==> config.mk <==
export PLATFORM = sky130hd
export DESIGN_NAME = insn_collect
export DESIGN_NICKNAME = d
export VERILOG_FILES = /design/src/rtl/insn_collect_pkg.sv /design/src/rtl/insn_classify.sv /design/src/rtl/insn_hold.sv /design/src/rtl/insn_collect.sv
export SDC_FILE = /design/constraint.sdc
export NUM_CORES = 1
export LEC_CHECK = 0
export BUFFER_PORTS_ARGS = -buffer_cell sky130_fd_sc_hd__buf_2
export CAP_MARGIN = 20
export CORE_MARGIN = 2
export CORE_UTILIZATION = 50
export CTS_CLUSTER_DIAMETER = 60
export DETAILED_ROUTE_END_ITERATION = 7
export PLACE_DENSITY = 0.74
export SYNTH_ARGS = -nofsm -noshare
export SYNTH_HDL_FRONTEND = slang
export SYNTH_SLANG_ARGS = --single-unit
==> constraint.sdc <==
create_clock -name clk_i -period 3.5 [get_ports clk_i]
set_input_delay 0.175 -clock clk_i [delete_from_list [all_inputs] [get_ports clk_i]]
set_output_delay 0.175 -clock clk_i [all_outputs]
set_load 0.05 [all_outputs]
==> src/rtl/insn_collect_pkg.sv <==
package insn_collect_pkg;
  localparam int OP_W   = 8;
  localparam int OPND_W = 2 * OP_W;
  localparam int KIND_W = 6;
  localparam int REG_W  = 3;
  localparam int PAIR_W = 2;
  localparam int LEN_W  = 2;

  typedef enum logic [KIND_W-1:0] {
    K_NOP   = 6'd0,  K_MOVE  = 6'd1,  K_MOVI  = 6'd2,  K_LDPAIR = 6'd3,
    K_LDDIR = 6'd4,  K_STDIR = 6'd5,  K_LDHLM = 6'd6,  K_STHLM  = 6'd7,
    K_LDIND = 6'd8,  K_STIND = 6'd9,  K_XDH   = 6'd10, K_ALUR   = 6'd11,
    K_ALUI  = 6'd12, K_INC   = 6'd13, K_DEC   = 6'd14, K_INCP   = 6'd15,
    K_DECP  = 6'd16, K_ADDP  = 6'd17, K_ACCOP = 6'd18, K_JMP    = 6'd19,
    K_JMPC  = 6'd20, K_CALL  = 6'd21, K_CALLC = 6'd22, K_RET    = 6'd23,
    K_RETC  = 6'd24, K_RST   = 6'd25, K_JMPHL = 6'd26, K_PUSH   = 6'd27,
    K_POP   = 6'd28, K_XSTK  = 6'd29, K_LDSP  = 6'd30, K_PIN    = 6'd31,
    K_POUT  = 6'd32, K_IEN   = 6'd33, K_IDIS  = 6'd34, K_HALT   = 6'd35,
    K_BAD   = 6'd63
  } kind_e;

  typedef struct packed {
    kind_e              kind;
    logic               bad;
    logic [LEN_W-1:0]   len;
    logic [REG_W-1:0]   dst;
    logic [REG_W-1:0]   src;
    logic [PAIR_W-1:0]  pair;
    logic [REG_W-1:0]   cond;
    logic [OPND_W-1:0]  opnd;
  } rec_t;

  localparam int REC_W = $bits(rec_t);
endpackage

==> src/rtl/insn_classify.sv <==
module insn_classify
  import insn_collect_pkg::*;
(
  input  logic [OP_W-1:0]  op_i,
  output kind_e            kind_o,
  output logic [LEN_W-1:0] len_o,
  output logic             bad_o
);
  always_comb begin
    kind_o = K_BAD;
    len_o  = 2'd1;
    case (op_i[7:6])
      2'b00: begin
        case (op_i[2:0])
          3'b000: kind_o = (op_i == 8'h00) ? K_NOP : K_BAD;
          3'b001: begin
            kind_o = op_i[3] ? K_ADDP : K_LDPAIR;
            len_o  = op_i[3] ? 2'd1 : 2'd3;
          end
          3'b010: begin
            if (op_i[5]) begin
              len_o = 2'd3;
              case (op_i[4:3])
                2'b00:   kind_o = K_STHLM;
                2'b01:   kind_o = K_LDHLM;
                2'b10:   kind_o = K_STDIR;
                default: kind_o = K_LDDIR;
              endcase
            end else begin
              kind_o = op_i[3] ? K_LDIND : K_STIND;
            end
          end
          3'b011: kind_o = op_i[3] ? K_DECP : K_INCP;
          3'b100: kind_o = K_INC;
          3'b101: kind_o = K_DEC;
          3'b110: begin
            kind_o = K_MOVI;
            len_o  = 2'd2;
          end
          default: kind_o = K_ACCOP;
        endcase
      end
      2'b01: kind_o = (op_i[5:0] == 6'b110110) ? K_HALT : K_MOVE;
      2'b10: kind_o = K_ALUR;
      default: begin
        case (op_i[2:0])
          3'b000: kind_o = K_RETC;
          3'b001: begin
            if (!op_i[3]) kind_o = K_POP;
            else begin
              case (op_i[5:4])
                2'b00:   kind_o = K_RET;
                2'b01:   kind_o = K_BAD;
                2'b10:   kind_o = K_JMPHL;
                default: kind_o = K_LDSP;
              endcase
            end
          end
          3'b010: begin
            kind_o = K_JMPC;
            len_o  = 2'd3;
          end
          3'b011: begin
            case (op_i[5:3])
              3'b000: begin kind_o = K_JMP;  len_o = 2'd3; end
              3'b001: kind_o = K_BAD;
              3'b010: begin kind_o = K_POUT; len_o = 2'd2; end
              3'b011: begin kind_o = K_PIN;  len_o = 2'd2; end
              3'b100: kind_o = K_XSTK;
              3'b101: kind_o = K_XDH;
              3'b110: kind_o = K_IDIS;
              default: kind_o = K_IEN;
            endcase
          end
          3'b100: begin
            kind_o = K_CALLC;
            len_o  = 2'd3;
          end
          3'b101: begin
            if (!op_i[3]) kind_o = K_PUSH;
            else if (op_i[5:4] == 2'b00) begin
              kind_o = K_CALL;
              len_o  = 2'd3;
            end else kind_o = K_BAD;
          end
          3'b110: begin
            kind_o = K_ALUI;
            len_o  = 2'd2;
          end
          default: kind_o = K_RST;
        endcase
      end
    endcase
    bad_o = (kind_o == K_BAD);
  end
endmodule

==> src/rtl/insn_hold.sv <==
module insn_hold #(
  parameter int W = 8
) (
  input  logic         clk_i,
  input  logic         rst_ni,
  input  logic         load_i,
  input  logic         take_i,
  input  logic [W-1:0] data_i,
  output logic         valid_o,
  output logic [W-1:0] data_o
);
  always_ff @(posedge clk_i or negedge rst_ni) begin
    if (!rst_ni) begin
      valid_o <= 1'b0;
      data_o  <= '0;
    end else if (load_i) begin
      valid_o <= 1'b1;
      data_o  <= data_i;
    end else if (take_i) begin
      valid_o <= 1'b0;
    end
  end
endmodule

==> src/rtl/insn_collect.sv <==
module insn_collect
  import insn_collect_pkg::*;
(
  input  logic              clk_i,
  input  logic              rst_ni,
  input  logic              in_valid_i,
  input  logic [OP_W-1:0]   in_byte_i,
  output logic              in_ready_o,
  output logic              out_valid_o,
  input  logic              out_ready_i,
  output logic [KIND_W-1:0] rec_kind_o,
  output logic              rec_bad_o,
  output logic [LEN_W-1:0]  rec_len_o,
  output logic [REG_W-1:0]  rec_dst_o,
  output logic [REG_W-1:0]  rec_src_o,
  output logic [PAIR_W-1:0] rec_pair_o,
  output logic [REG_W-1:0]  rec_cond_o,
  output logic [OPND_W-1:0] rec_opnd_o
);
  typedef enum logic [1:0] {ST_OP, ST_LO, ST_HI} st_e;

  st_e              st_q;
  logic [OP_W-1:0]  op_q, lo_q;
  logic [OP_W-1:0]  cur_op;
  kind_e            kind;
  logic [LEN_W-1:0] len;
  logic             bad, accept, last, hold_valid;
  rec_t             rec_d, rec_q;

  assign accept = in_valid_i & in_ready_o;
  assign cur_op = (st_q == ST_OP) ? in_byte_i : op_q;

  insn_classify u_cls (
    .op_i   (cur_op),
    .kind_o (kind),
    .len_o  (len),
    .bad_o  (bad)
  );

  assign last = accept & ((st_q == ST_OP && len == 2'd1) ||
                          (st_q == ST_LO && len == 2'd2) ||
                          (st_q == ST_HI));

  always_comb begin
    rec_d.kind = kind;
    rec_d.bad  = bad;
    rec_d.len  = len;
    rec_d.dst  = cur_op[5:3];
    rec_d.src  = cur_op[2:0];
    rec_d.pair = cur_op[5:4];
    rec_d.cond = cur_op[5:3];
    case (len)
      2'd2:    rec_d.opnd = {{(OPND_W-OP_W){1'b0}}, in_byte_i};
      2'd3:    rec_d.opnd = {in_byte_i, lo_q};
      // restart target is the vector number scaled by 8
      default: rec_d.opnd = (kind == K_RST) ?
                            {{(OPND_W-6){1'b0}}, cur_op[5:3], 3'b000} : '0;
    endcase
  end

  always_ff @(posedge clk_i or negedge rst_ni) begin
    if (!rst_ni) begin
      st_q <= ST_OP;
      op_q <= '0;
      lo_q <= '0;
    end else if (accept) begin
      if (last) st_q <= ST_OP;
      else begin
        case (st_q)
          ST_OP: begin
            op_q <= in_byte_i;
            st_q <= ST_LO;
          end
          default: begin
            lo_q <= in_byte_i;
            st_q <= ST_HI;
          end
        endcase
      end
    end
  end

  insn_hold #(.W(REC_W)) u_hold (
    .clk_i   (clk_i),
    .rst_ni  (rst_ni),
    .load_i  (last),
    .take_i  (out_ready_i),
    .data_i  (rec_d),
    .valid_o (hold_valid),
    .data_o  (rec_q)
  );

  assign in_ready_o  = ~hold_valid;
  assign out_valid_o = hold_valid;
  assign rec_kind_o  = rec_q.kind;
  assign rec_bad_o   = rec_q.bad;
  assign rec_len_o   = rec_q.len;
  assign rec_dst_o   = rec_q.dst;
  assign rec_src_o   = rec_q.src;
  assign rec_pair_o  = rec_q.pair;
  assign rec_cond_o  = rec_q.cond;
  assign rec_opnd_o  = rec_q.opnd;
endmodule

Word level (Yosys, flattened, before mapping)
Index checks and enable logic that the tools add are counted.
{ "totals": {"reg_bits": 55, "input_bits": 12, "wordCells": 83} }
{ "op_classes": {"eq_ne": 26, "muxes": 30, "bitwise": 5, "reduce_logical": 17} }
{ "ops": {"columns": ["op", "n"], "rows": [
  ["6-bit case mux with 7 select lines", 3],
  ["6-bit 2-to-1 mux", 7],
  ["6-bit case mux with 3 select lines", 2],
  ["16-bit case mux with 2 select lines", 1],
  ["3-bit equality test, second input constant", 6],
  ["2-bit equality test, second input constant", 6],
  ["3-bit by 2-bit equality test with 1-bit output, second input constant", 4],
  ["6-bit equality test, second input constant", 2],
  ["2-bit 2-to-1 mux", 6],
  ["2-bit case mux with 3 select lines", 2],
  ["2-bit by 1-bit equality test with 1-bit output, second input constant", 5],
  ["5-bit 2-to-1 mux", 2],
  ["2-bit zero test", 4],
  ["8-bit zero test", 1],
  ["8-bit 2-to-1 mux", 1],
  ["2-bit case mux with 2 select lines", 2],
  ["2-bit case mux with 4 select lines", 1],
  ["3-bit by 1-bit equality test with 1-bit output, second input constant", 2],
  ["6-bit by 5-bit equality test with 1-bit output, second input constant", 1],
  ["3-bit zero test", 2],
  ["2-bit OR reduction", 3],
  ["1-bit 2-to-1 mux", 3],
  ["1-bit inverter", 3],
  ["3-bit AND reduction", 1],
  ["5 further kinds", 8]
]} }

Longest topological paths before layout
{ "depth": {"depth_word": 14, "depth_mapped": 16, "depth_no_buf": 11} }

By module
A second synthesis with hierarchy kept.
{ "unflattened": {"cells_unflattened": 278, "area_unflattened_um2": 3271.9} }
{ "by_module_without_submodules": {"columns": ["mod", "n_inst", "cells_each", "area_per_inst_um2", "seq_area_each_um2"], "rows": [
  ["insn_hold", 1, 79, 1522.7, 925.9],
  ["insn_collect", 1, 85, 1078.5, 450.4],
  ["insn_classify", 1, 114, 670.6, 0.0]
]} }

Worst setup path before layout
OpenSTA, ideal clock, no wires.
{ "synth_path": {"path_kind": "reg-to-reg", "start": "register st_q[0]", "end": "register u_hold.data_o[22]", "arrival_time_ns": 3.293, "slack_ns": 0.079, "stages_incl_launch_ff": 16, "synth_period_minus_slack_ns": 3.421, "path_cell_list": "dfrtp_1 > buf_6 > or2_1 > buf_2 > buf_2 > clkbuf_1 > nand2_1 > nand2_1 > ha_1 > clkbuf_1 > nand3_1 > a31o_2 > a211o_1 > a31oi_4 > buf_6 > mux2_1"} }
{ "synth_between": {"word_cells_on_any_way": 35} }
{ "synth_rtl": {"columns": ["element", "line", "rtl"], "rows": [
  ["start: declaration", "insn_collect.sv:22", "st_e st_q;"],
  ["start signal: assignment", "insn_collect.sv:63", "st_q <= ST_OP;"],
  ["start signal: assignment", "insn_collect.sv:67", "if (last) st_q <= ST_OP;"],
  ["start signal: assignment", "insn_collect.sv:72", "st_q <= ST_LO;"],
  ["2-bit zero test (*)", "insn_collect.sv:31", "assign cur_op = (st_q == ST_OP) ? in_byte_i : op_q;"],
  ["8-bit 2-to-1 mux (*)", null, null],
  ["via cur_op[6]", "insn_collect.sv:24", "logic [OP_W-1:0] cur_op;"],
  ["2-bit by 1-bit equality test with 1-bit output or 2-bit equality test (tied branches)", "insn_classify.sv:12", "case (op_i[7:6])"],
  ["2-bit OR reduction (no line)", null, null],
  ["2-bit case mux with 2 select lines (*)", "insn_classify.sv:12", null],
  ["2-bit by 1-bit equality test with 1-bit output or 2-bit equality test (tied branches)", "insn_collect.sv:40, insn_collect.sv:41", null],
  ["1-bit logical AND, on equally long branches", "insn_collect.sv:40, insn_collect.sv:41", null],
  ["1-bit logical OR (*)", "insn_collect.sv:40", "assign last = accept & ((st_q == ST_OP && len == 2'd1) ||"],
  ["1-bit logical OR (*)", "insn_collect.sv:41", "(st_q == ST_LO && len == 2'd2) ||"],
  ["1-bit AND (*)", "insn_collect.sv:40", null],
  ["end signal: assignment", "insn_hold.sv:18", "data_o <= data_i;"],
  ["end: declaration", "insn_hold.sv:10", "output logic [W-1:0] data_o"]
]} }
The timed path passes the listed nets; every way through them passes the cells marked *.
A chain may end at the register's enable or synchronous reset.

Final worst setup path
{ "layout_path": {"start": "register st_q[1]", "end": "register u_hold.data_o[24]"} }
{ "layout_between": {"elab_chain_cells": 12, "word_cells_on_any_way": 35} }
{ "layout_lines": {"columns": ["element", "line", "rtl"], "rows": [
  ["2-bit zero test", "insn_collect.sv:31, insn_collect.sv:40", null],
  ["8-bit 2-to-1 mux", null, null],
  ["3-bit by 2-bit equality test with 1-bit output or 2-bit zero test (tied branches)", "insn_classify.sv:64, insn_classify.sv:81", null],
  ["2-bit OR reduction (no line) or 2-bit 2-to-1 mux (tied branches)", null, null],
  ["2-bit case mux with 2 select lines or 2-bit 2-to-1 mux (tied branches)", "insn_classify.sv:64, insn_classify.sv:80", null],
  ["2-bit case mux with 4 select lines", "insn_classify.sv:46", "case (op_i[2:0])"],
  ["2-bit case mux with 2 select lines", "insn_classify.sv:12", null],
  ["2-bit by 1-bit equality test with 1-bit output or 2-bit equality test (tied branches)", "insn_collect.sv:40, insn_collect.sv:41", null],
  ["1-bit logical AND, on equally long branches", "insn_collect.sv:40, insn_collect.sv:41", null],
  ["1-bit logical OR", "insn_collect.sv:40", null],
  ["1-bit logical OR", "insn_collect.sv:41", null],
  ["1-bit AND", "insn_collect.sv:40", null]
]} }
Several ways; a longest one is shown, not always the timed one.

==> flow_summary_export.csv <==
group,metric,value,unit
drt,num_vias,3232,
yosys,syn_inst,370,
sta,setup_viol,0,
floorplan,initial_core_util,51.5,%
critical_path,crit_path_max_fanout,29,
clock_network,cts_tree,"built",
critical_path,worst-setup-path-type,"flop to flop",
global_route,grt_overflow,0,
final_layout,n_antenna_cell,0,
clock_network,htreeDepth,2,
worst_hold_path,hp-class,"primary input to flop",
drt,drt_wl_total,10500,um
outcome,status,"complete, no violations",
yosys,synth_area_per_cell,9.46,um^2
power,p_int,1.97,mW
clock_network,clk_pin_slew,100,ps
critical_path,crit_start,"st_q[1]$_DFFE_PN0P_",
drt,first_pass_iters,5,
global_route,antenna_found_initial,0,
final_layout,layout-drive-gt1-share,27.3,%
floorplan,die_h,87.7,um
floorplan,die_w,87.7,um
critical_path,cp.required,3700,ps
floorplan,io_pins,50,
sta,worst_slack,224,ps
critical_path,end_kind,"flop",
final_layout,fin_nets,426,
final_layout,layout_commonest_cell,"dfrtp_1",
worst_hold_path,worstHoldStart,"out_ready_i",
clock_network,worst_skew_pair.late_latency,320,ps
placement,place.gp.congestion,0.994,
yosys,synth_largest_area_cell,"dfrtp_1",
power,switchingPower,2.33,mW
floorplan,core,0.00679,mm^2
sta,min_period,3280,ps
critical_path,r2r_start,"st_q[1]$_DFFE_PN0P_",
yosys,ys.flop_type,"dfrtp_1",
yosys,synth_nets,386,
sta,slew_headroom,48.0,%
global_route,grt_pass1_vias,3069,
placement,place_inst,498,
final_layout,fin_cells,507,
power,clock_power_share,8.4,%
power,power.density,1090,mW/mm^2
final_layout,layout_common_cells,"dfrtp_1 (50), buf_2 (49), nand2_1 (27)",
clock_network,numCtsBuffers,5,
sta,slew_viol_final,0,
sta,period_share,93.6,%
drt,viasPerCell,6.37,
sta,rsz0062_at_grt,"false",
job,drv_cap,0,
yosys,synth_top_area_share,35.7,%
critical_path,r2r_cells,9,
yosys,yosys_warnings,0,
placement,io_buffers,49,
drt,drc,0,
drt,wl_per_cell,20.7,um
yosys,syn_area,0.00350,mm^2
critical_path,endpoint,"u_hold.data_o[24]$_DFFE_PN0P_",
sta,skew,16.7,ps
sta,fin_setup_tns,0,ps
global_route,grt_max_degree,51,
floorplan,rows,30,
critical_path,ff2ff_setup_slack,220,ps
clock_network,cts_buffer_depth,2,
clock_network,cts_setup_buffers,0,
critical_path,start_kind,"flop",
yosys,yosys-top-cells-area,"dfrtp_1 (36%), mux2i_1 (6.9%), mux2_2 (6.1%), mux2_1 (4.2%), nand2_1 (2.9%)",
yosys,synth.distinct_cells,67,
sta,fmax,305,MHz
global_route,grt_pass1_wl,16300,um
clock_network,clock-sinks,50,
yosys,seq_area_frac_synth,35.7,%
power,p_total,4.30,mW
power,ir_drop,464,uV
sta,worst_slew_pin_slew,774,ps
placement,dp_hpwl,7660,um
critical_path,cp.arrival,3480,ps
yosys,async_flop_share,100,%
power,pwr-share-comb,67.9,%
drt,drt-initial-drc-count,288,
drt,ant_nets,0,
floorplan,dieArea,0.00769,mm^2
critical_path,r2r-end,"u_hold.data_o[24]$_DFFE_PN0P_",
final_layout,final_util,58.3,%
placement,dp_slack,140,ps
clock_network,cts-root-buf,"clkbuf_8",
power,p_leak,1.75,nW
yosys,ys_ff_latch,50,
final_layout,syn_to_final_growth,13.0,%
global_route,grtUsageTotal,28.0,%
power,p_sw_share,54.1,%
yosys,synth-edff-count,0,
sta,hold_violations,0,
power,p_seq_share,23.6,%
power by group through the flow:
stage               Clock, mW  Combinational [mW]  Sequential [mW]
detailed placement          0                2.86             1.02
CTS                     0.367                2.86             1.01
global route            0.389                3.12             1.04
global placement            0                2.86             1.01
floorplan                   0                1.86             1.32
finish                  0.362                2.92             1.02
worst min-delay path by stage:
stage                                     to  slack [ps]  cells after the start
6_report          u_hold.valid_o$_DFFE_PN0P_          20                      2
5_1_grt           u_hold.valid_o$_DFFE_PN0P_          10                      2
4_1_cts           u_hold.valid_o$_DFFE_PN0P_          20                      2
3_5_place_dp   u_hold.data_o[22]$_DFFE_PN0P_         330                      2
3_3_place_gp   u_hold.data_o[26]$_DFFE_PN0P_         330                      2
2_1_floorplan            lo_q[0]$_DFFE_PN0P_        -120                      0
flip-flops by register name, indices dropped and copies added (netlist names):
name,cells
u_hold.valid_o,1
u_hold.data_o,31
st_q,2
op_q,8
lo_q,8
layer usage:
metal / track usage, % / wire (um)
met1: 39.2 / 4610
met2: 43.0 / 4720
met3: 4.43 / 773
met4: 12.3 / 407
met5: 0 / 0
synthesized netlist by cell type (4+ instances only):
| library cell | instances |
|---|---|
| nor4_1 | 10 |
| a21oi_1 | 11 |
| buf_4 | 8 |
| inv_1 | 20 |
| nand4_1 | 7 |
| mux2_2 | 19 |
| nor2_1 | 17 |
| nor2b_1 | 9 |
| nor3_1 | 7 |
| a211oi_1 | 9 |
| nor4b_1 | 4 |
| nand3_1 | 4 |
| clkbuf_1 | 18 |
| dfrtp_1 | 50 |
| mux2i_1 | 24 |
| nand2b_1 | 5 |
| nand2_1 | 27 |
| buf_2 | 4 |
| or2_2 | 4 |
| o21ai_0 | 8 |
| o21a_1 | 4 |
| mux2_1 | 13 |
| nand3b_1 | 4 |
| a31oi_1 | 12 |
| ha_1 | 4 |
critical path, stage by stage (launching register included):
cell and delay (ps):
dfrtp_1 540, or2_1 360, buf_4 190, a31oi_1 270, a21oi_1 90, o21bai_1 460
nand4b_1 350, a31oi_4 310, buf_12 220, mux2_2 350
cell families after synthesis:
kind of cell / count (synthesis) / synth area share (%)
AND/OR/NAND/NOR: 123 / 20.7
AO/OA/AOI/OAI: 81 / 17.0
flip-flops: 50 / 35.7
multiplexers: 57 / 17.5
buffers and inverters: 55 / 7.54
adder cells (fa/ha/maj): 4 / 1.43
metrics by stage:
stage	cell area, um^2	hold WS (ps)
global placement	3840	325
finish	3960	19.2
floorplan	3500	-121
detailed placement	3840	331
CTS	3940	21.3
global route	3960	14.1
area by class of cell:
class / instances / area, um^2
Fill cell: 597 / 2840
Inverter: 20 / 75.1
Sequential cell: 50 / 1250
Tap cell: 96 / 120
Clock buffer: 5 / 68.8
Multi-Input combinational cell: 265 / 2000
Clock inverter: 3 / 23.8
Timing Repair Buffer: 68 / 415
repair_timing:
item	4_1_cts	5_1_grt
setup endpoints to repair	0	27
gates resized for setup	0	3
endpoints found under the hold margin	31	0
hold buffers	1	0
No activity file was read; power rests on OpenSTA's default activity.
